[src/rtl/scan_dec_pkg.sv]
package scan_dec_pkg;

  // Strobes from the control FSM to the datapath
  typedef struct packed {
    logic       shiftBit;   // push bitIn into raw buffer
    logic       emitRaw;    // raw block complete this cycle
    logic       emitCoded;  // coded leaf reached this cycle
    logic [1:0] symSel;     // which coded symbol
  } decStrobe_t;

  localparam int NUM_CODED = 3;

  // Blocks reached through the short codes, indexed by leaf
  function automatic logic [31:0] codedPattern(input logic [1:0] sel);
    case (sel)
      2'd0:    codedPattern = 32'h2;  // 0010
      2'd1:    codedPattern = 32'h4;  // 0100
      2'd2:    codedPattern = 32'h6;  // 0110
      default: codedPattern = 32'h0;
    endcase
  endfunction

endpackage

[src/rtl/scan_dec_ctrl.sv]
module scan_dec_ctrl
  import scan_dec_pkg::*;
#(
  parameter int BLK_W = 4
) (
  input  logic       clk,
  input  logic       rst,
  input  logic       bitValid,
  input  logic       bitIn,
  output decStrobe_t strobe,
  output logic       serLoad
);

  localparam int CNT_W = (BLK_W > 2) ? $clog2(BLK_W) : 1;
  localparam logic [CNT_W-1:0] LAST_CNT = CNT_W'(BLK_W - 1);

  typedef enum logic [1:0] {
    ST_FLAG,
    ST_CODE_A,
    ST_CODE_B,
    ST_RAW
  } decState_t;

  decState_t        state, nextState;
  logic [CNT_W-1:0] rawCnt, nextCnt;

  always_comb begin
    strobe    = '0;
    nextState = state;
    nextCnt   = rawCnt;
    if (bitValid) begin
      unique case (state)
        ST_FLAG: begin
          if (bitIn) begin
            nextState = ST_CODE_A;
          end else begin
            nextState = ST_RAW;
            nextCnt   = '0;
          end
        end
        ST_CODE_A: begin
          if (!bitIn) begin
            strobe.emitCoded = 1'b1;
            strobe.symSel    = 2'd0;
            nextState        = ST_FLAG;
          end else begin
            nextState = ST_CODE_B;
          end
        end
        ST_CODE_B: begin
          strobe.emitCoded = 1'b1;
          strobe.symSel    = bitIn ? 2'd2 : 2'd1;
          nextState        = ST_FLAG;
        end
        ST_RAW: begin
          strobe.shiftBit = 1'b1;
          if (rawCnt == LAST_CNT) begin
            strobe.emitRaw = 1'b1;
            nextState      = ST_FLAG;
          end else begin
            nextCnt = rawCnt + 1'b1;
          end
        end
        default: nextState = ST_FLAG;
      endcase
    end
  end

  assign serLoad = strobe.shiftBit;

  always_ff @(posedge clk) begin
    if (rst) begin
      state  <= ST_FLAG;
      rawCnt <= '0;
    end else begin
      state  <= nextState;
      rawCnt <= nextCnt;
    end
  end

  // invalid cycles leave the walk untouched
  p_idle_freeze_r6: assert property (@(posedge clk) disable iff (rst)
    !bitValid |=> ($stable(state) && $stable(rawCnt)));

  // the shift strobe only accompanies a valid bit
  p_ser_valid_r7: assert property (@(posedge clk) disable iff (rst)
    serLoad |-> bitValid);

  // any emitted block leaves the FSM waiting for a flag
  p_emit_to_flag_r8: assert property (@(posedge clk) disable iff (rst)
    (strobe.emitRaw || strobe.emitCoded) |=> (state == ST_FLAG));

endmodule

[src/rtl/scan_dec_dpath.sv]
module scan_dec_dpath
  import scan_dec_pkg::*;
#(
  parameter int BLK_W = 4
) (
  input  logic             clk,
  input  logic             rst,
  input  logic             bitIn,
  input  decStrobe_t       strobe,
  output logic [BLK_W-1:0] blockOut,
  output logic             parLoad
);

  logic [BLK_W-2:0] rawBuf;
  logic [BLK_W-1:0] shifted;

  assign shifted = {rawBuf, bitIn};

  always_ff @(posedge clk) begin
    if (rst) begin
      rawBuf   <= '0;
      blockOut <= '0;
      parLoad  <= 1'b0;
    end else begin
      if (strobe.shiftBit) rawBuf <= shifted[BLK_W-2:0];
      parLoad <= strobe.emitRaw | strobe.emitCoded;
      if (strobe.emitRaw)
        blockOut <= shifted;
      else if (strobe.emitCoded)
        blockOut <= BLK_W'(codedPattern(strobe.symSel));
    end
  end

  // the shortest codeword is two bits, so pulses never touch
  p_single_pulse_r4: assert property (@(posedge clk) disable iff (rst)
    parLoad |=> !parLoad);

  // the output block only moves on an emit strobe
  p_hold_block_r5: assert property (@(posedge clk) disable iff (rst)
    !(strobe.emitRaw || strobe.emitCoded) |=> $stable(blockOut));

endmodule

[src/rtl/scan_prefix_decoder.sv]
module scan_prefix_decoder
  import scan_dec_pkg::*;
#(
  parameter int BLK_W = 4
) (
  input  logic             clk,
  input  logic             rst,
  input  logic             bitValid,
  input  logic             bitIn,
  output logic [BLK_W-1:0] blockOut,
  output logic             parLoad,
  output logic             serLoad
);

  decStrobe_t strobe;

  scan_dec_ctrl #(.BLK_W(BLK_W)) uCtrl (
    .clk      (clk),
    .rst      (rst),
    .bitValid (bitValid),
    .bitIn    (bitIn),
    .strobe   (strobe),
    .serLoad  (serLoad)
  );

  scan_dec_dpath #(.BLK_W(BLK_W)) uDpath (
    .clk      (clk),
    .rst      (rst),
    .bitIn    (bitIn),
    .strobe   (strobe),
    .blockOut (blockOut),
    .parLoad  (parLoad)
  );

  // a pulse always follows an accepted valid bit
  p_pulse_after_bit_r4: assert property (@(posedge clk) disable iff (rst)
    parLoad |-> $past(bitValid));

endmodule

[config.mk]
export PLATFORM = sky130hd
export DESIGN_NAME = scan_prefix_decoder
export DESIGN_NICKNAME = d
export VERILOG_FILES = /design/src/rtl/scan_dec_pkg.sv /design/src/rtl/scan_dec_ctrl.sv /design/src/rtl/scan_dec_dpath.sv /design/src/rtl/scan_prefix_decoder.sv
export SDC_FILE = /design/constraint.sdc
export NUM_CORES = 1
export LEC_CHECK = 0
export ABC_AREA = 1
export BUFFER_PORTS_ARGS = -buffer_cell sky130_fd_sc_hd__buf_2
export CAP_MARGIN = 30
export CORE_AREA = 2 2 39 41
export CTS_CLUSTER_SIZE = 25
export DETAILED_ROUTE_END_ITERATION = 8
export DIE_AREA = 0 0 41 43
export PLACE_DENSITY = 0.71
export SETUP_SLACK_MARGIN = 0.15
export SLEW_MARGIN = 20
export SYNTH_ARGS = -nofsm -noshare
export SYNTH_HDL_FRONTEND = slang
export SYNTH_HIERARCHICAL = 1
export SYNTH_SLANG_ARGS = --single-unit
[constraint.sdc]
create_clock -name clk -period 1.86 [get_ports clk]
set_input_delay 0.372 -clock clk [delete_from_list [all_inputs] [get_ports clk]]
set_output_delay 0.372 -clock clk [all_outputs]
set_load 0.03 [all_outputs]
======== Word-level counts from Yosys, hierarchy flattened ========
Cells that the tools add are included.
cells by class
  add/sub/neg operators ................... 1
  equal/unequal tests ..................... 9
  mux-type cells .......................... 16
  bitwise gates (word level) .............. 1
  reduce and logical (&&, ||, !) cells .... 6
operator list
  cell                                                   count
  2-to-1 mux 2 bit                                       7
  case mux 3 bit (3 select lines)                        1
  equality test 2 bit, second input constant             4
  2-to-1 mux 4 bit                                       2
  case mux 2 bit (4 select lines)                        1
  case mux 3 bit (2 select lines)                        1
  2-to-1 mux 5 bit                                       1
  equality test 2 x 1 -> 1 bit, second input constant    2
  zero test 2 bit                                        2
  inequality test 2 bit, second input constant           2
  case mux 2 bit (2 select lines)                        1
  AND reduction 4 bit                                    1
  nonzero test 2 bit                                     2
  2-to-1 mux 3 bit                                       1
  adder 2 x 1 -> 2 bit, second input constant            1
  inequality test 2 x 1 -> 1 bit, second input constant  1
  AND reduction 2 bit                                    1
  2-to-1 mux 1 bit                                       1
  OR 1 bit                                               1
word-level totals
  bits in registers ....................... 12
  bits of input ports ..................... 4
  output and inout port bits .............. 6
  logic and storage cells ................. 38

======== Longest topological paths before layout ========
Gate-level depths: netlist of the first run.
  word-level depth ........................ 8
  depth in mapped cells ................... 10
  gate-level depth less buffers ........... 10

======== Modules after synthesis ========
The synthesis of the first run kept the hierarchy.
by module, submodules not included
  module          times used  cells each  area each (µm²)  seq. area each (µm²)
  scan_dec_dpath  1           44          331.6            160.2
  scan_dec_ctrl   1           50          325.3            80.1

======== Worst setup path before layout of the first run ========
OpenSTA, ideal clock, no wires.
  path type ............................... flip-flop to flip-flop
  from .................................... register uCtrl.state[0]
  to ...................................... register uDpath.blockOut[1]
  setup time .............................. 109 ps
  arrival ................................. 1259 ps
  required time ........................... 1751 ps
  slack ................................... 492 ps
  cell stages (with the launch flop) ...... 9
  buffers on the path ..................... 0
  period minus slack after synthesis ...... 1368 ps
  cells stage by stage .................... dfxtp_1 -> ha_1 -> nand2_1 -> nor2_1 -> nor2_4 -> nand2_2 -> nand3_2 -> nand2_1 -> inv_1
RTL lines
  item                      line                  text
  start: declaration        scan_dec_ctrl.sv:24   decState_t state, nextState;
  start signal: assignment  scan_dec_ctrl.sv:76   state <= nextState;
  end signal: assignment    scan_dec_dpath.sv:28  blockOut <= shifted;
  end signal: assignment    scan_dec_dpath.sv:30  blockOut <= BLK_W'(codedPattern(strobe.symSel));
  end: declaration          scan_dec_dpath.sv:10  output logic [BLK_W-1:0] blockOut,

======== Final worst setup path of the first run ========
  from .................................... register uCtrl.state[1]
  to ...................................... output port serLoad
on the way
  cells in the longest elaborated chain, start to end .. 3
RTL lines
  item                 line                       text
  equality test 2 bit  scan_dec_ctrl.sv:32        unique case (state)
  2-to-1 mux 2 bit     scan_dec_ctrl.sv:32
  2-to-1 mux 5 bit     scan_dec_ctrl.sv:31        if (bitValid) begin
  end: declaration     scan_prefix_decoder.sv:12  output logic serLoad
No other way between the ends.

==> impl_results.md, run 1 <==
- Pins Over Slew Limit: 0
- Fmax: 621.6 MHz
- Ports: 10
- Vias in the first global route: 533
- Row count: 14
- Via count: 575
- Root Driver: clkbuf_4
- DRC errors left: 0
- YS warnings: 6
- Initial core utilization: 47.47%
- Nets@finish: 116
- DIE HEIGHT: 43 um
- Die Wd: 41 um
- Crit path max fanout: 5
- Power per cell area: 690.0 nW/um2
- Area growth from synthesis to layout: 13.14%
- Clk Latency, worst-skew pair: 260 ps
- Worst R2R Path Depth: 8
- Outcome: complete, no violations
- Syn Area/Cell: 6.988 um2
- TritonCTS clock tree: done
- Max-cap viol count: 0
- Core area: 1384 um2
- Antenna violations before repair: 0
- Synth Register Bits: 12
- Clock sink total: 12
- Wire per inst: 9.917 um
- Post-synth top cells: nand2_1 (21), nor2_1 (18), dfxtp_1 (12), inv_1 (12), o21ai_0 (6)
- Slew HR: 69.12%
- Gpl congestion: 0.7477
- Endpoint type of the worst setup path: output pin
- Post_cts resized: 0
- Die area: 1763 um2
- Ys flop type: dfxtp_1
- Storage element area: 241.5 um2
- Vias per Instance: 4.752
- Sequential element share of the synthesized area: 36.57%
- Filler cell count: 140
- Fin Hold WS: 341.8 ps
- Req. time, crit path: 1490 ps
- Worst setup endpoint: serLoad
- Final Hold Fails: 0
- Most common cell in the synthesized netlist: nand2_1
- Tightest Hold Check Type: in2reg
- Setup Crit Path Kind: reg2out
- Synth top area share: 36.57%
- Diode count: 0
- CTS Buf Count: 3
- Number of iterations in the first detailed-routing pass: 4
- VDD IR-drop max: 324.7 uV
- Yosys top cell by area: dfxtp_1
- Net Count, Synth: 103
- Hold buffers post-CTS: 0
- FF-to-FF End: uDpath/blockOut[2]$_SDFFE_PP0P_
- Final HPWL DP: 930.8 um
- 1st-iter DRT viols: 14
- I/O Buffers: 9
- Setup crit start kind: flop
- Multi-input gate area: 355.3 um2
- Launch point of the critical path: uCtrl/state[1]$_SDFFE_PP0P_
- Total GRT Usage: 17.51%
- Clock transition at path regs: 70 ps
- Post-route ant nets: 0
- Global route overflow: 0
- EDFF count, synth: 0
- Setup TNS: 0 ps
- Setup bufs post-CTS: 0
- Fin crit period: 1609 ps
- Syn Inst Count: 94
- Setup slack, reg-to-reg: 350 ps
- Worst R2R Start: uCtrl/state[1]$_SDFFE_PP0P_
- Leakage power: 0.3739 nW
- Layout cells sized above 1: 21.90%
- Crit path DAT: 1240 ps
- Finish-stage setup viols: 0
- Max Root-Sink Buffers: 2
- WHS Path Cells: 2
- Largest cells by area after synthesis: dfxtp_1 (37%), nand2_1 (12%), nor2_1 (10%)
- Unrepaired setup endpoints after global routing: no
- Tcrit/Tclk final: 86.49%
- Worst Tran Pin Value: 461.4 ps
- First-pass GRT wire length: 2.042 mm
- Layout Skew: 3.693 ps
- Largest net degree at the start of global routing: 7
- Htree depth: 1
- Final wirelength: 1.200 mm
- Synth Cell Area: 656.9 um2
- Cell variety after synth: 18
- Asr flop ratio synth: 0%
[cell usage in the layout, fill, tap and decap left out, drive strengths merged]
cell type and n:
a21oi 7, clkinv 1, clkbuf 3, nor2 20
buf 9, nand2 22, dfxtp 12, inv 14
ha 5, o21ai 6, nand4 1, nand3 5
[per-stage QoR]
step	cells	utilization (%)	cell area (um2)	power (mW)	worst slack [ps]
floorplan	94	-	656.9	0.3398	491.8
global placement	118	51.63	714.4	0.3598	418.2
detailed placement	118	51.63	714.4	0.3624	368.9
CTS	121	53.25	737.0	0.5201	181.3
global route	121	53.71	743.2	0.5454	153.9
finish	121	53.71	743.2	0.5128	251.2
[cell families after synthesis]
| kind of cell | Yosys count | synth area share, % |
|---|---|---|
| AOI/OAI and AO/OA | 13 | 12.76 |
| adders and majority gates | 5 | 9.524 |
| buffers and inverters | 16 | 9.714 |
| DFF | 12 | 36.57 |
| and+or+nand+nor | 48 | 31.43 |
[sequential cells by signal (all words and copies together), names as in the netlist]
register         cells
uDpath/blockOut      4
uDpath/rawBuf        3
uCtrl/rawCnt         2
uCtrl/state          2
uDpath/parLoad       1
[per-layer routing]
layer  vias to the layer above  part of all wire, %  GRT usage, %
met5                         -                    0             0
met4                         0                    0         10.00
met3                         0                  3.1         6.283
met2                         9                   46         27.19
met1                       253                   51         19.42
li1                        313                    -             -
[how the worst min path moves through the flow]
stage               slack [ps]                         endpoint                       startpoint
finish                     340  uDpath/blockOut[2]$_SDFFE_PP0P_                              rst
global placement           450  uDpath/blockOut[0]$_SDFFE_PP0P_  uDpath/blockOut[0]$_SDFFE_PP0P_
floorplan                  430  uDpath/blockOut[3]$_SDFFE_PP0P_    uDpath/rawBuf[2]$_SDFFE_PP0P_
CTS                        330  uDpath/blockOut[2]$_SDFFE_PP0P_                              rst
global route               340  uDpath/blockOut[2]$_SDFFE_PP0P_                              rst
detailed placement         450  uDpath/blockOut[0]$_SDFFE_PP0P_  uDpath/blockOut[0]$_SDFFE_PP0P_
[critical path, stage by stage, from the launching register on]
cell and delay (ps):
dfxtp_1 380, ha_2 220, nand2_1 70, inv_1 120, buf_4 180
[power by group]
group          total [mW]  internal [mW]  leakage (nW)  switching [mW]
combinational      0.0835         0.0294         0.262          0.0541
sequential          0.275          0.267        0.0978         0.00797
clock               0.154         0.0747        0.0138          0.0791
total               0.513          0.372         0.374           0.141
[area by class of cell]
cell class | instances | area share, %
Inverter | 15 | 7.576
Timing Repair Buffer | 9 | 6.397
Tap cell | 16 | 2.694
Multi-Input combinational cell | 66 | 47.81
Clock buffer | 3 | 3.030
Sequential cell | 12 | 32.49
Power figures use the tool's default switching activity.
==> run 2, diff against run 1 <==
--- a/config.mk
+++ b/config.mk
@@ -12,10 +12,9 @@
 export CTS_CLUSTER_SIZE = 25
 export DETAILED_ROUTE_END_ITERATION = 8
 export DIE_AREA = 0 0 41 43
-export PLACE_DENSITY = 0.71
+export PLACE_DENSITY = 0.68
 export SETUP_SLACK_MARGIN = 0.15
 export SLEW_MARGIN = 20
 export SYNTH_ARGS = -nofsm -noshare
 export SYNTH_HDL_FRONTEND = slang
-export SYNTH_HIERARCHICAL = 1
 export SYNTH_SLANG_ARGS = --single-unit
==> run 2 against run 1 <==
- sequential share of layout area rose by 0.33 points
- flip-flop and latch count did not move
- synthesized area is 5.7% lower
- first-iteration DRC count down 7.1%
- critical path type unchanged
- highest routed layer is now met4
==> impl_results.md, run 2 <==
- Layout cells sized above 1: 20.62% (-1.3 points)
- 1st-iter DRT viols: 13 (-1)
- Setup TNS: 0 ps (unchanged)
- Row count: 14 (unchanged)
- Power per cell area: 807.3 nW/um2 (+17%)
- Bufs and invs on worst path: 2 (unchanged)
- Unrepaired setup endpoints after global routing: no
- Finish-stage setup viols: 0 (unchanged)
- Core area: 1384 um2 (unchanged)
- TritonCTS clock tree: done
- CP top delay family: flip-flops
- Ports: 10 (unchanged)
- Commonest non-fill, non-tap cell in the layout: nand2_1
- Final wirelength: 1.185 mm (-1.3%)
- Number of iterations in the first detailed-routing pass: 4 (unchanged)
- Htree depth: 1 (unchanged)
- Sequential element share of the synthesized area: 38.79% (+2.2 points)
- Max reg flops: 4 (unchanged)
- Endpoint type of the worst setup path: output pin
- Crit path max fanout: 5 (unchanged)
- Worst Tran Pin Value: 308.6 ps (-152.8 ps)
- Syn Inst Count: 85 (-9.6%)
- First-pass GRT wire length: 1.849 mm (-9.5%)
- Crit path DAT: 1250 ps (about the same)
- Clock transition at path regs: 80 ps (about the same)
- Antenna violations before repair: 0 (unchanged)
- I/O Buffers: 9 (unchanged)
- EDFF count, synth: 0 (unchanged)
- Top reg by flops: uDpath.blockOut
- Setup crit start kind: flop
- Pins Over Slew Limit: 0 (unchanged)
- Min-delay src: rst
- Critical Path Max Stage Delay: 400 ps (+20 ps)
- Syn Area/Cell: 7.286 um2 (+4.3%)
- Fmax: 616.8 MHz (-0.77%)
- Synth top area share: 38.79% (+2.2 points)
- DRC errors left: 0 (unchanged)
- Max Root-Sink Buffers: 2 (unchanged)
- Global route overflow: 0 (unchanged)
- Gpl congestion: 0.8464 (+13%)
- Setup Crit Path Kind: reg2out
- Worst R2R Start: uCtrl.state[0]$_SDFFE_PP0P_
- VDD IR-drop max: 429.8 uV (+32%)
- Hold buffers post-CTS: 0 (unchanged)
- Tcrit/Tclk final: 87.17% (+0.67 points)
- Max-cap viol count: 0 (unchanged)
- Final Hold Fails: 0 (unchanged)
- Vias per Instance: 4.920 (+3.5%)
- Vias in the first global route: 467 (-12%)
- Yosys top cell by area: dfxtp_1
- Synth Register Bits: 12 (unchanged)
- Layout Skew: 5.023 ps (+1.330 ps)
- Via count: 556 (-3.3%)
- Nets@finish: 107 (-7.8%)
- Worst path cell trace: ha_4 -> nand2_2 -> inv_1 -> buf_4
- Largest cells by area after synthesis: dfxtp_1 (39%), ha_1 (10%), a21oi_1 (9.7%)
- CTS Buf Count: 3 (unchanged)
- Req. time, crit path: 1490 ps (about the same)
- Diode count: 0 (unchanged)
- Largest net degree at the start of global routing: 9 (+2)
- Synth Cell Area: 619.3 um2 (-5.7%)
- Tightest Hold Check Type: in2reg
- Outcome: complete, no violations
- Clk Latency, worst-skew pair: 280 ps (+20 ps)
- Launch point of the critical path: uCtrl.state[1]$_SDFFE_PP0P_
- DIE HEIGHT: 43 um (unchanged)
- Wire per inst: 10.49 um (+5.7%)
- Ys flop type: dfxtp_1
- Post-synth top cells: nand2_1 (16), a21oi_1 (12), dfxtp_1 (12)
- Die area: 1763 um2 (unchanged)
- Biggest regs: uDpath.blockOut x4, uDpath.rawBuf x3
- Area growth from synthesis to layout: 18.18%
- Slew HR: 79.38% (+10 points)
- Fin crit period: 1621 ps (+12.49 ps)
- Post-route ant nets: 0 (unchanged)
- Initial core utilization: 44.76% (-2.7 points)
- Most common cell in the synthesized netlist: nand2_1
- Die Wd: 41 um (unchanged)
- Slowest cell on crit path: dfxtp_1
- Final HPWL DP: 903.9 um (-2.9%)
- Fin Hold WS: 351.9 ps (+10.08 ps)
- Clock sink total: 12 (unchanged)
- Most frequent cells in the layout: nand2_1 (16), a21oi_1 (12), dfxtp_1 (12), inv_1 (11), buf_2 (8)
- Root Driver: clkbuf_4
- Total GRT Usage: 15.73% (-1.8 points)
- YS warnings: 0 (-6)
- Cell variety after synth: 18 (unchanged)
- Net Count, Synth: 94 (-8.7%)
- Filler cell count: 148 (+5.7%)
- Leakage power: 0.3340 nW (-11%)
- Asr flop ratio synth: 0% (unchanged)
## run 2: report_power, final
part | switching (mW) | internal [mW]
logic | 0.0625 | 0.0368
clock network | 0.0921 | 0.119
registers | 0.0102 | 0.270
## run 2: final timing paths
path,endpoint,slack (ps),cells after the start
setup / recovery,serLoad,240,4
hold / removal,uDpath.blockOut[2]$_SDFFE_PP0P_,350,2
setup reg to reg,uCtrl.rawCnt[1]$_SDFFE_PP0P_,500,6
hold reg to reg,uDpath.rawBuf[0]$_SDFFE_PP0P_,480,2
## run 2: routing by layer
metal  vias to the layer above  global-route usage, %  wire, um
li1                        299                      -         -
met5                         -                      0         0
met2                        18                  24.38       567
met1                       237                  18.57       551
met4                         0                  10.00         6
met3                         2                  3.141        60
## run 2: cell type report
class | instances | area, um2 | share of cell area, %
clock buffers | 4 | 36.28 | 4.957
flip-flops and latches | 12 | 240.2 | 32.82
well taps | 16 | 20.02 | 2.735
inverters | 12 | 45.04 | 6.154
repair buffers | 9 | 47.55 | 6.496
multi-input cells | 60 | 342.8 | 46.84
## run 2: timing repair
action,4_1_cts,5_1_grt
buffers inserted,0,0
setup endpoints to repair,0,1
hold endpoints to repair,0,0
gates resized for setup,0,4
## run 2: through the flow
step                utilization, %  worst slack [ps]  total power, mW  cells  instance area, um2
floorplan                        -             588.0           0.3577     85               619.3
global placement             49.19             505.8           0.3810    109               680.7
detailed placement           49.19             476.0           0.3831    109               680.7
CTS                          51.81             156.2           0.5985    113               716.9
global route                 52.89             176.2           0.6273    113               732.0
finish                       52.89             238.7           0.5909    113               732.0
## run 2: cell families after synthesis
| logic type | Yosys count | synth area share (%) |
|---|---|---|
| flops | 12 | 38.79 |
| buf+inv | 13 | 7.878 |
| fa+ha+maj | 5 | 10.10 |
| simple gates | 35 | 25.66 |
| compound gates | 20 | 17.58 |
==> run 3, diff against run 2 <==
--- a/config.mk
+++ b/config.mk
@@ -9,6 +9,7 @@
 export BUFFER_PORTS_ARGS = -buffer_cell sky130_fd_sc_hd__buf_2
 export CAP_MARGIN = 30
 export CORE_AREA = 2 2 39 41
+export CTS_BUF_LIST = sky130_fd_sc_hd__clkbuf_8
 export CTS_CLUSTER_SIZE = 25
 export DETAILED_ROUTE_END_ITERATION = 8
 export DIE_AREA = 0 0 41 43
==> run 3 against run 2 <==
- count of clock-buffer cells in the layout stayed put
- sequential share of layout area is 0.28 points lower
- cell area is 0.85% higher
- critical path depth stayed put
- sequential power hardly changed
- die area stayed put
- core utilization is 0.45 points higher
- register-to-register slack better by 40 ps
==> impl_results.md, run 3 (synthesized netlist as in run 2, its figures left out) <==
- Outcome: complete, no violations
- Commonest non-fill, non-tap cell in the layout: nand2_1
- Critical Path Max Stage Delay: 360 ps (-40 ps)
- Fmax: 616.5 MHz (about the same)
- Number of iterations in the first detailed-routing pass: 4 (unchanged)
- Unrepaired setup endpoints after global routing: no
- Gpl congestion: 0.8464 (unchanged)
- Fin Hold WS: 395.4 ps (+43.44 ps)
- Max-cap viol count: 0 (unchanged)
- Leakage power: 0.3410 nW (+2.1%)
- Endpoint type of the worst setup path: output pin
- Vias in the first global route: 471 (+0.86%)
- Top reg by flops: uDpath.blockOut
- Tightest Hold Check Type: in2reg
- Max reg flops: 4 (unchanged)
- Via count: 552 (-0.72%)
- Post-route ant nets: 0 (unchanged)
- Ports: 10 (unchanged)
- Htree depth: 1 (unchanged)
- Slowest cell on crit path: dfxtp_1
- Crit path DAT: 1250 ps (about the same)
- Area growth from synthesis to layout: 19.19%
- Power per cell area: 902.2 nW/um2 (+12%)
- Worst path cell trace: ha_2 -> nand2_2 -> inv_1 -> buf_2
- Final core utilization: 53.35% (+0.45 points)
- Tcrit/Tclk final: 87.21% (about the same)
- Setup TNS: 0 ps (unchanged)
- Pins Over Slew Limit: 0 (unchanged)
- Fin worst setup slack: 238.0 ps (-0.7210 ps)
- Initial core utilization: 44.76% (unchanged)
- Global route overflow: 0 (unchanged)
- I/O Buffers: 9 (unchanged)
- Setup WS pre-CTS: 476.0 ps (unchanged)
- Root Driver: clkbuf_8
- Vias per Instance: 4.885 (-0.72%)
- Layout cells sized above 1: 20.62% (unchanged)
- Clock sink total: 12 (unchanged)
- Setup Crit Path Kind: reg2out
- Wire per inst: 10.37 um (-1.1%)
- Layout Skew: 1.756 ps (-3.267 ps)
- Fin crit period: 1622 ps (+0.7210 ps)
- Hold buffers post-CTS: 0 (unchanged)
- Diode count: 0 (unchanged)
- Total GRT Usage: 16.03% (+0.30 points)
- Setup bufs post-CTS: 0 (unchanged)
- 1st-iter DRT viols: 11 (-2)
- DRC errors left: 0 (unchanged)
- Row count: 14 (unchanged)
- Worst Tran Pin Value: 316.8 ps (+8.131 ps)
- Final Cell Area: 738.2 um2 (+0.85%)
- Final cell count without fillers: 113 (unchanged)
- Largest net degree at the start of global routing: 9 (unchanged)
- WHS Path Cells: 2 (unchanged)
- Clock transition at path regs: 50 ps (-30 ps)
- Most frequent cells in the layout: nand2_1 (16), a21oi_1 (12), dfxtp_1 (12), inv_1 (11), buf_2 (9)
- Core area: 1384 um2 (unchanged)
- Final HPWL DP: 903.9 um (unchanged)
- Filler cell count: 147 (-0.68%)
- DIE HEIGHT: 43 um (unchanged)
- CTS Buf Count: 3 (unchanged)
- Nets@finish: 107 (unchanged)
- Slew HR: 78.84% (-0.54 points)
- Placed Cells: 109 (unchanged)
- Biggest regs: uDpath.blockOut x4, uDpath.rawBuf x3
- Worst R2R Path Depth: 6 (unchanged)
- Req. time, crit path: 1490 ps (about the same)
- Die Wd: 41 um (unchanged)
- VDD IR-drop max: 485.7 uV (+13%)
- Max Root-Sink Buffers: 2 (unchanged)
- Clk Latency, worst-skew pair: 240 ps (-40 ps)
- Final Power: 0.6660 mW (+13%)
- TritonCTS clock tree: done
- Post-placement cell area: 680.7 um2 (unchanged)
- Antenna violations before repair: 0 (unchanged)
- Finish-stage setup viols: 0 (unchanged)
- Setup crit start kind: flop
- Die area: 1763 um2 (unchanged)
- Final Hold Fails: 0 (unchanged)
- Crit path max fanout: 5 (unchanged)
- First-pass GRT wire length: 1.856 mm (+0.38%)
- Final wirelength: 1.172 mm (-1.1%)
-- run 3: cell type report --
cell class / instances / area, um2 / share of cell area (%)
inverters: 12 / 45.04 / 6.102
well taps: 16 / 20.02 / 2.712
flip-flops and latches: 12 / 240.2 / 32.54
multi-input cells: 60 / 332.8 / 45.08
clock buffers: 4 / 55.05 / 7.458
repair buffers: 9 / 45.04 / 6.102
-- run 3: power breakdown --
group	internal [mW]	total (mW)	switching (mW)	leakage, nW
combinational	0.0359	0.0985	0.0626	0.215
clock	0.187	0.288	0.101	0.0288
sequential	0.271	0.279	0.00821	0.0977
-- run 3: final timing paths --
kind	startpoint	endpoint	slack, ps
max	uCtrl.state[0]$_SDFFE_PP0P_	serLoad	240
min	rst	uDpath.blockOut[2]$_SDFFE_PP0P_	400
max reg2reg	uCtrl.state[0]$_SDFFE_PP0P_	uCtrl.rawCnt[1]$_SDFFE_PP0P_	540
min reg2reg	uDpath.rawBuf[0]$_SDFFE_PP0P_	uDpath.rawBuf[0]$_SDFFE_PP0P_	470
-- run 3: what timing repair did --
| action | CTS | global route |
|---|---|---|
| setup endpoints to repair | 0 | 1 |
| resized for setup | 0 | 1 |
| endpoints found under the hold margin | 0 | 0 |
-- run 3: layer usage --
layer  global-route usage [%]  share of wire, %  up-vias
li1                         -                 -      298
met1                    18.24                47      239
met2                    24.69                46       10
met3                    3.141               3.8        5
met4                    12.00               3.0        0
met5                        0                 0        -
-- run 3: worst max-delay path: cells and delay by family, from the launching register on --
kind,cells,cell delay [ps]
adders and majority gates,1,220
buffers and inverters,2,330
DFF,1,360
and+or+nand+nor,1,90
